### src/rtl/gpio_irq_pkg.sv
package gpio_irq_pkg;

    localparam int GPIO_W = 32;
    localparam int SLOT_W = 3;

    typedef enum logic [SLOT_W-1:0] {
        REG_DIR     = 3'd0,
        REG_ODRAIN  = 3'd1,
        REG_DATA    = 3'd2,
        REG_EVENT   = 3'd3,
        REG_ENABLE  = 3'd4,
        REG_SENSE_A = 3'd5,
        REG_SENSE_B = 3'd6,
        REG_NONE    = 3'd7
    } reg_slot_e;

    typedef struct packed {
        logic [GPIO_W-1:0] dir;
        logic [GPIO_W-1:0] odrain;
        logic [GPIO_W-1:0] dout;
        logic [GPIO_W-1:0] evt;
        logic [GPIO_W-1:0] enable;
        logic [GPIO_W-1:0] sense_a;
        logic [GPIO_W-1:0] sense_b;
    } gpio_state_t;

endpackage

### src/rtl/gpio_sync.sv
module gpio_sync #(
    parameter int W = 32
) (
    input  logic         clk,
    input  logic         rst_n,
    input  logic [W-1:0] pad_in,
    output logic [W-1:0] lvl_q,
    output logic [W-1:0] prev_q
);
    logic [W-1:0] meta_q;

    always_ff @(posedge clk or negedge rst_n) begin
        if (!rst_n) begin
            meta_q <= '0;
            lvl_q  <= '0;
            prev_q <= '0;
        end else begin
            meta_q <= pad_in;
            lvl_q  <= meta_q;
            prev_q <= lvl_q;
        end
    end
endmodule

### src/rtl/gpio_sense_map.sv
// Turns the sense registers into one 2-bit code per bit position:
// 00 any edge, 01 rising, 10 falling, 11 none.
module gpio_sense_map #(
    parameter int W       = 32,
    parameter bit TWO_BIT = 1'b0
) (
    input  logic [W-1:0]   sense_a,
    input  logic [W-1:0]   sense_b,
    output logic [2*W-1:0] code
);
    localparam int HALF = W / 2;

    if (!TWO_BIT) begin : g_narrow
        // sense_b is held at zero in this format, so codes are 10 or 00
        for (genvar i = 0; i < W; i++) begin : g_bit
            assign code[2*i +: 2] = {sense_a[i], sense_b[i]};
        end
    end else begin : g_wide
        for (genvar i = 0; i < W; i++) begin : g_bit
            if (i >= HALF) begin : g_hi
                assign code[2*i +: 2] = sense_a[2*(i-HALF) +: 2];
            end else begin : g_lo
                assign code[2*i +: 2] = sense_b[2*i +: 2];
            end
        end
    end
endmodule

### src/rtl/gpio_edge_detect.sv
module gpio_edge_detect #(
    parameter int W = 32
) (
    input  logic [W-1:0]   lvl,
    input  logic [W-1:0]   prev,
    input  logic [2*W-1:0] code,
    output logic [W-1:0]   hit
);
    logic [W-1:0] rise;
    logic [W-1:0] fall;

    assign rise = lvl & ~prev;
    assign fall = ~lvl & prev;

    for (genvar i = 0; i < W; i++) begin : g_bit
        logic h;
        always_comb begin
            unique case (code[2*i +: 2])
                2'b00:   h = rise[i] | fall[i];
                2'b01:   h = rise[i];
                2'b10:   h = fall[i];
                default: h = 1'b0;
            endcase
        end
        assign hit[i] = h;
    end
endmodule

### src/rtl/gpio_read_mux.sv
module gpio_read_mux
    import gpio_irq_pkg::*;
(
    input  reg_slot_e         slot,
    input  gpio_state_t       st,
    input  logic [GPIO_W-1:0] lvl,
    output logic [GPIO_W-1:0] rdata
);
    always_comb begin
        unique case (slot)
            REG_DIR:     rdata = st.dir;
            REG_ODRAIN:  rdata = st.odrain;
            REG_DATA:    rdata = (st.dout & st.dir) | (lvl & ~st.dir);
            REG_EVENT:   rdata = st.evt;
            REG_ENABLE:  rdata = st.enable;
            REG_SENSE_A: rdata = st.sense_a;
            REG_SENSE_B: rdata = st.sense_b;
            default:     rdata = '0;
        endcase
    end
endmodule

### src/rtl/gpio_irq_ctrl.sv
module gpio_irq_ctrl
    import gpio_irq_pkg::*;
#(
    parameter bit TWO_BIT_SENSE = 1'b0,
    parameter int IN_ONLY_CNT   = 0
) (
    input  logic              clk,
    input  logic              rst_n,
    input  logic [SLOT_W-1:0] bus_addr,
    input  logic              bus_we,
    input  logic [GPIO_W-1:0] bus_wdata,
    output logic [GPIO_W-1:0] bus_rdata,
    input  logic [GPIO_W-1:0] pad_in,
    output logic [GPIO_W-1:0] pad_out,
    output logic [GPIO_W-1:0] pad_oe,
    output logic              irq
);
    function automatic logic [GPIO_W-1:0] dir_wmask_f(input int n);
        logic [GPIO_W-1:0] m;
        for (int i = 0; i < GPIO_W; i++) m[i] = (i >= n);
        return m;
    endfunction

    localparam logic [GPIO_W-1:0] DIR_WMASK = dir_wmask_f(IN_ONLY_CNT);

    gpio_state_t         state_d, state_q;
    reg_slot_e           slot;
    logic [GPIO_W-1:0]   lvl_q, prev_q, hit, clr;
    logic [2*GPIO_W-1:0] code;

    assign slot = reg_slot_e'(bus_addr);

    gpio_sync #(.W(GPIO_W)) u_sync (
        .clk    (clk),
        .rst_n  (rst_n),
        .pad_in (pad_in),
        .lvl_q  (lvl_q),
        .prev_q (prev_q)
    );

    gpio_sense_map #(.W(GPIO_W), .TWO_BIT(TWO_BIT_SENSE)) u_sense (
        .sense_a (state_q.sense_a),
        .sense_b (state_q.sense_b),
        .code    (code)
    );

    gpio_edge_detect #(.W(GPIO_W)) u_edge (
        .lvl  (lvl_q),
        .prev (prev_q),
        .code (code),
        .hit  (hit)
    );

    gpio_read_mux u_rmux (
        .slot  (slot),
        .st    (state_q),
        .lvl   (lvl_q),
        .rdata (bus_rdata)
    );

    always_comb begin
        state_d = state_q;
        clr     = '0;
        if (bus_we) begin
            unique case (slot)
                REG_DIR:     state_d.dir     = bus_wdata & DIR_WMASK;
                REG_ODRAIN:  state_d.odrain  = bus_wdata;
                REG_DATA:    state_d.dout    = bus_wdata;
                REG_EVENT:   clr             = bus_wdata;
                REG_ENABLE:  state_d.enable  = bus_wdata;
                REG_SENSE_A: state_d.sense_a = bus_wdata;
                REG_SENSE_B: if (TWO_BIT_SENSE) state_d.sense_b = bus_wdata;
                default:     ;
            endcase
        end
        // a fresh edge overrides a clear of the same bit
        state_d.evt = (state_q.evt & ~clr) | hit;
    end

    always_ff @(posedge clk or negedge rst_n) begin
        if (!rst_n) state_q <= '0;
        else        state_q <= state_d;
    end

    assign pad_oe  = state_q.dir & ~(state_q.odrain & state_q.dout);
    assign pad_out = state_q.dout & ~state_q.odrain;
    assign irq     = |(state_q.evt & state_q.enable);
endmodule

### config.mk
export PLATFORM = sky130hd
export DESIGN_NAME = gpio_irq_ctrl
export DESIGN_NICKNAME = d
export VERILOG_FILES = /design/src/rtl/gpio_irq_pkg.sv /design/src/rtl/gpio_sync.sv /design/src/rtl/gpio_sense_map.sv /design/src/rtl/gpio_edge_detect.sv /design/src/rtl/gpio_read_mux.sv /design/src/rtl/gpio_irq_ctrl.sv
export SDC_FILE = /design/constraint.sdc
export NUM_CORES = 1
export LEC_CHECK = 0
export BUFFER_PORTS_ARGS = -buffer_cell sky130_fd_sc_hd__buf_2
export CORE_AREA = 2 2 170 172
export CTS_CLUSTER_DIAMETER = 30
export DETAILED_ROUTE_END_ITERATION = 8
export DIE_AREA = 0 0 172 174
export GPL_ROUTABILITY_DRIVEN = 0
export PLACE_DENSITY = 0.71
export SLEW_MARGIN = 20
export SYNTH_ARGS = -nofsm -noshare
export SYNTH_HDL_FRONTEND = slang
export SYNTH_SLANG_ARGS = --single-unit
### constraint.sdc
create_clock -name clk -period 1.65 [get_ports clk]
set_input_delay 0.165 -clock clk [delete_from_list [all_inputs] [get_ports clk]]
set_output_delay 0.165 -clock clk [all_outputs]
set_load 0.01 [all_outputs]
# --- After elaboration in Yosys (flattened, before gate mapping) ---
# Cells that the tools add are included.
totals:
  inputBits: 70
  register_bits: 288
op_classes:
  reduce_logical: 39
  mux: 35
  bitwise: 49
  n_eq_ne: 5
ops:
  columns: ["operator", "count"]
  rows:
  - ["$and A32 B32 Y32", 9]
  - ["$not A32 Y32", 6]
  - ["$pmux W32 S6", 1]
  - ["$logic_not A2 Y1", 32]
  - ["$mux W32", 2]
  - ["$or A32 B32 Y32", 2]
  - ["$pmux W1 S2", 32]
  - ["$or A1 B1 Y1", 32]
  - ["$reduce_or A32 Y1", 1]
  - ["$reduce_and A2 Y1", 5]
  - ["$eq A3 B2 Y1 const B", 2]
  - ["$eq A3 B3 Y1 const B", 2]
  - ["$eq A3 B1 Y1 const B", 1]
  - ["$logic_not A3 Y1", 1]

# --- Logic depth before layout (Yosys ltp) ---
logic_depth:
  depth_word: 6
  depth_mapped: 6
  mapped_depth_nobuf: 4

# --- Modules after synthesis ---
# From an unflattened synthesis, not the netlist that was laid out.
unflattened:
  hier_cells: 1263
  area_unflattened_um2: 15362.2
by_module_without_submodules:
  columns: ["module", "n_inst", "area_per_inst_um2", "cells_each", "seq_area_each_um2"]
  rows:
  - ["gpio_irq_ctrl", 1, 7981.4, 530, 4804.6]
  - ["gpio_sync", 1, 2402.3, 96, 2402.3]
  - ["gpio_read_mux", 1, 2338.5, 285, 0.0]
  - ["gpio_edge_detect", 1, 2159.6, 288, 0.0]
  - ["gpio_sense_map", 1, 480.5, 64, 0.0]

# --- Worst setup path before layout ---
# OpenSTA, ideal clock, no wires.
synth_timing:
  kind: "input to register"
  startpoint: "in bus_addr[0]"
  endpoint: "reg state_q[192] in the netlist's numbering"
  path_stages: 6
  arrival_ps: 1321
  setup_slack_ps: 204
  path_buffers: 3
  path_cell_list: "buf_4 > nor3_4 > and2_1 > buf_2 > buf_6 > mux2_2"
synth_between:
  elab_chain_len: 2
synth_lines:
  columns: ["item", "line_no", "rtl"]
  rows:
  - ["from (decl)", "gpio_irq_ctrl.sv:9", "input logic [SLOT_W-1:0] bus_addr,"]
  - ["$logic_not A3 Y1", "gpio_irq_ctrl.sv:65", "unique case (slot)"]
  - ["$reduce_and A2 Y1 (no line)", null, null]
  - ["to (signal assigned)", "gpio_irq_ctrl.sv:82", "else state_q <= state_d;"]
  - ["to (decl)", "gpio_irq_ctrl.sv:26", "gpio_state_t state_d, state_q;"]
# Every way passes these cells.
# A chain may end at the register's enable or synchronous reset.

# --- Worst setup path in the final report ---
layout_timing:
  startpoint: "reg state_q[123] in the netlist's numbering"
  endpoint: "out irq"
layout_between:
  elab_chain_len: 2
layout_lines:
  columns: ["item", "line_no", "rtl"]
  rows:
  - ["$and A32 B32 Y32", "gpio_irq_ctrl.sv:87", "assign irq = |(state_q.evt & state_q.enable);"]
  - ["$reduce_or A32 Y1", "gpio_irq_ctrl.sv:87", null]
  - ["to (decl)", "gpio_irq_ctrl.sv:16", "output logic irq"]
# Every way passes these cells.

==> flow_summary.toml <==
[critical_path]
cp_data_required_time_ns = 1.48
ff2ff_setup_slack_ns = 0.41
timing.rr.end = "state_q[121]$_DFF_PN0_"
crit_path_start_kind = "flop"
crit_path_end = "irq"
critPathLaunch = "state_q[123]$_DFF_PN0_"
critical_path_arrival_ns = 2.04
critPathMaxFanout = 2
rr_worst_depth = 5
cp-end-kind = "output pin"
r2r_start = "u_sync.lvl_q[25]$_DFF_PN0_"
critical_path_class = "flop to output pin"

[power_and_ir_drop]
p_per_area_nw_per_um2 = 1490
ir_drop_v = 0.000849
p_leak_nw = 8.27

[timing]
max_freq_mhz = 454
final.setup_skew_ns = 0.0259
drv_slew = 0
min_period_ns = 2.20
rsz0062_at_grt = "true"
finalCritPeriodShare_pct = 133
worstMarginPinSlew_ns = 0.439
hold_viol_final = 0
layout_setup_ws_ns = -0.550
max_slew_margin_pct = 70.7
finalSetupViolations = 33

[logic_synthesis]
synth_cells = 916
synth.top_cell.area_share_pct = 58.1
ys_types = 30
synth_nets = 1018
yosys.area.top_type = "dfrtp_1"
avgSynthCellArea_um2 = 13.5
yosysSeqAreaShare_pct = 58.1
ys_seq_elements = 288
yosys_warnings = 0
ys_top_cells_by_area = "dfrtp_1 58%, mux2_2 8.6%, mux2_1 7.5%"
synth_area_um2 = 12400

[finish]
fin_nets = 1403
drive_gt1_share_pct = 42.8
area_delta_synth_final_pct = 45.8
fillers = 2050
area.sequential_um2 = 7210
finalNonFillerCells = 1738
multi_input_area_um2 = 5180

[clocking]
cts_tree = "done"
insertion_delay_ns = 0.55
path_clk_slew_ns = 0.04
ctsLongestPathBuffers = 3
cts_buffers = 68
clock-sinks = 288
cts_root_buffer = "clkbuf_16"
h-tree-depth = 3

[min_path]
hold_class = "input port to asynchronous set/reset pin"

[route]
wire_per_inst_um = 20.3
drc = 0
drt_pass1_iterations = 5
routed_wl_mm = 35.2
drtIter0Drc = 583
ant_nets = 0
via_per_inst = 5.40
vias = 9391

[place]
dp.cells = 1513
pre_cts_ws_ns = -0.139
hpwl_mm = 22.1
portBuffers = 166

[global_routing]
grt_pass1_wl_mm = 54.4
grt_max_degree = 55
grt-ovfl-total = 0
globalRouteTotalUtil_pct = 23.6
grt_pass1_vias = 9954
antenna_found_initial = 1

[floorplanning]
die_y_um = 174
core_area_um2 = 28200
rows = 62
die_width_um = 172
start_util_pct = 43.9
die_area_um2 = 29900
ios = 167

[run_status]
status = "finished, violations left"
failed_checks = "negative setup slack"

[job]
drv_cap = 0
-- placed cells by master (no fill, tap or decap), types with 24 or more instances in the layout --
| master | instances |
|---|---|
| dfrtp_1 | 288 |
| buf_2 | 156 |
| buf_4 | 106 |
| mux2_1 | 83 |
| clkbuf_16 | 71 |
| mux2_2 | 66 |
| dlygate4sd3_1 | 66 |
| a22oi_1 | 64 |
| a22oi_2 | 44 |
| mux2_4 | 39 |
| inv_1 | 35 |
| nor2b_1 | 32 |
| nand2_1 | 32 |
| nor2_1 | 32 |
| a221o_1 | 32 |
| ha_1 | 32 |
| nand3_1 | 24 |
-- sequential cells by signal (all words and copies together), names as in the netlist --
name,cells
state_q,192
u_sync.lvl_q,32
u_sync.meta_q,32
u_sync.prev_q,32
-- Yosys cell counts, drive strengths merged --
| library cell | count |
|---|---|
| mux2 | 188 |
| a21boi | 30 |
| inv | 35 |
| o21ai | 2 |
| clkbuf | 18 |
| nor2b | 32 |
| and3b | 2 |
| dfrtp | 288 |
| a22oi | 108 |
| a221o | 32 |
| nor2 | 32 |
| nand4 | 4 |
| and4b | 1 |
| a32oi | 4 |
| nand2b | 2 |
| buf | 27 |
| nand3 | 32 |
| or4 | 1 |
| ha | 32 |
| o211ai | 2 |
| a21oi | 2 |
| and2 | 5 |
| nand2 | 33 |
| nor3 | 1 |
| nor3b | 3 |
-- repair_timing --
action | in CTS | in global routing
endpoints found under the setup margin | 35 | 40
pin swaps | 21 | 5
setup buffers | 31 | 6
hold buffers | 66 | 0
resized for setup | 76 | 38
hold endpoints to repair | 503 | 0
gates cloned | 0 | 0
-- metal layers --
metal  vias up  routed length (um)  GRT usage (%)
li1       4184                   -              -
met1      4831               14700           30.4
met2       301               17600           38.8
met3        75                1970           4.90
met4         0                 980           9.66
met5         -                   0              0
-- area by class of cell --
type	count	share of cell area, %
repair buffers	360	15.3
inverters	35	0.727
diodes	1	0.0138
well taps	384	2.66
clock buffers	93	10.7
multi-input cells	548	28.7
flip-flops and latches	288	39.9
clock inverters	29	2.06
-- metrics by stage --
step | TNS [ns] | utilization (%) | hold slack, ns | total power [mW] | cell area, um2
final | -5.05 | 64.0 | 0.131 | 26.9 | 18100
after global routing | -6.70 | 64.0 | 0.168 | 27.9 | 18100
after CTS | -5.29 | 63.4 | 0.143 | 26.8 | 17900
after detailed placement | -0.431 | 50.9 | 0.103 | 12.7 | 14400
after global placement | -0.380 | 50.9 | 0.109 | 12.6 | 14400
after floorplan | 0 | - | -0.131 | 10.9 | 12400
-- worst min path at each step --
stage | start | to | cells past startpoint
final | rst_n | u_sync.meta_q[18]$_DFF_PN0_ | 2
after detailed placement | rst_n | u_sync.meta_q[18]$_DFF_PN0_ | 1
after global routing | rst_n | state_q[178]$_DFFE_PN0P_ | 2
after floorplan | rst_n | state_q[100]$_DFF_PN0_ | 0
after global placement | rst_n | state_q[178]$_DFFE_PN0P_ | 1
after CTS | rst_n | u_sync.meta_q[18]$_DFF_PN0_ | 2
-- kinds of logic (layout without fill, tap and decap cells) --
group,Yosys count,after routing,share of synthesized area (%)
mux,188,188,17.4
flops,288,288,58.1
other cells,0,1,0
fa+ha+maj,32,32,3.23
compound gates,180,180,11.5
simple gates,148,148,6.32
buf+inv,80,517,3.48
-- worst max-delay path, stage by stage, from the launching register on --
cell and delay [ns]:
dfrtp_1 0.38, a22oi_2 0.27, nand4_1 0.17, or4_4 0.54, buf_6 0.15
-- power breakdown --
group          internal [mW]  switching [mW]  leakage (nW)
combinational           2.49            1.98          3.81
clock                   9.27            4.04          1.14
sequential              8.13           0.953          3.33
Power figures use the tool's default switching activity.
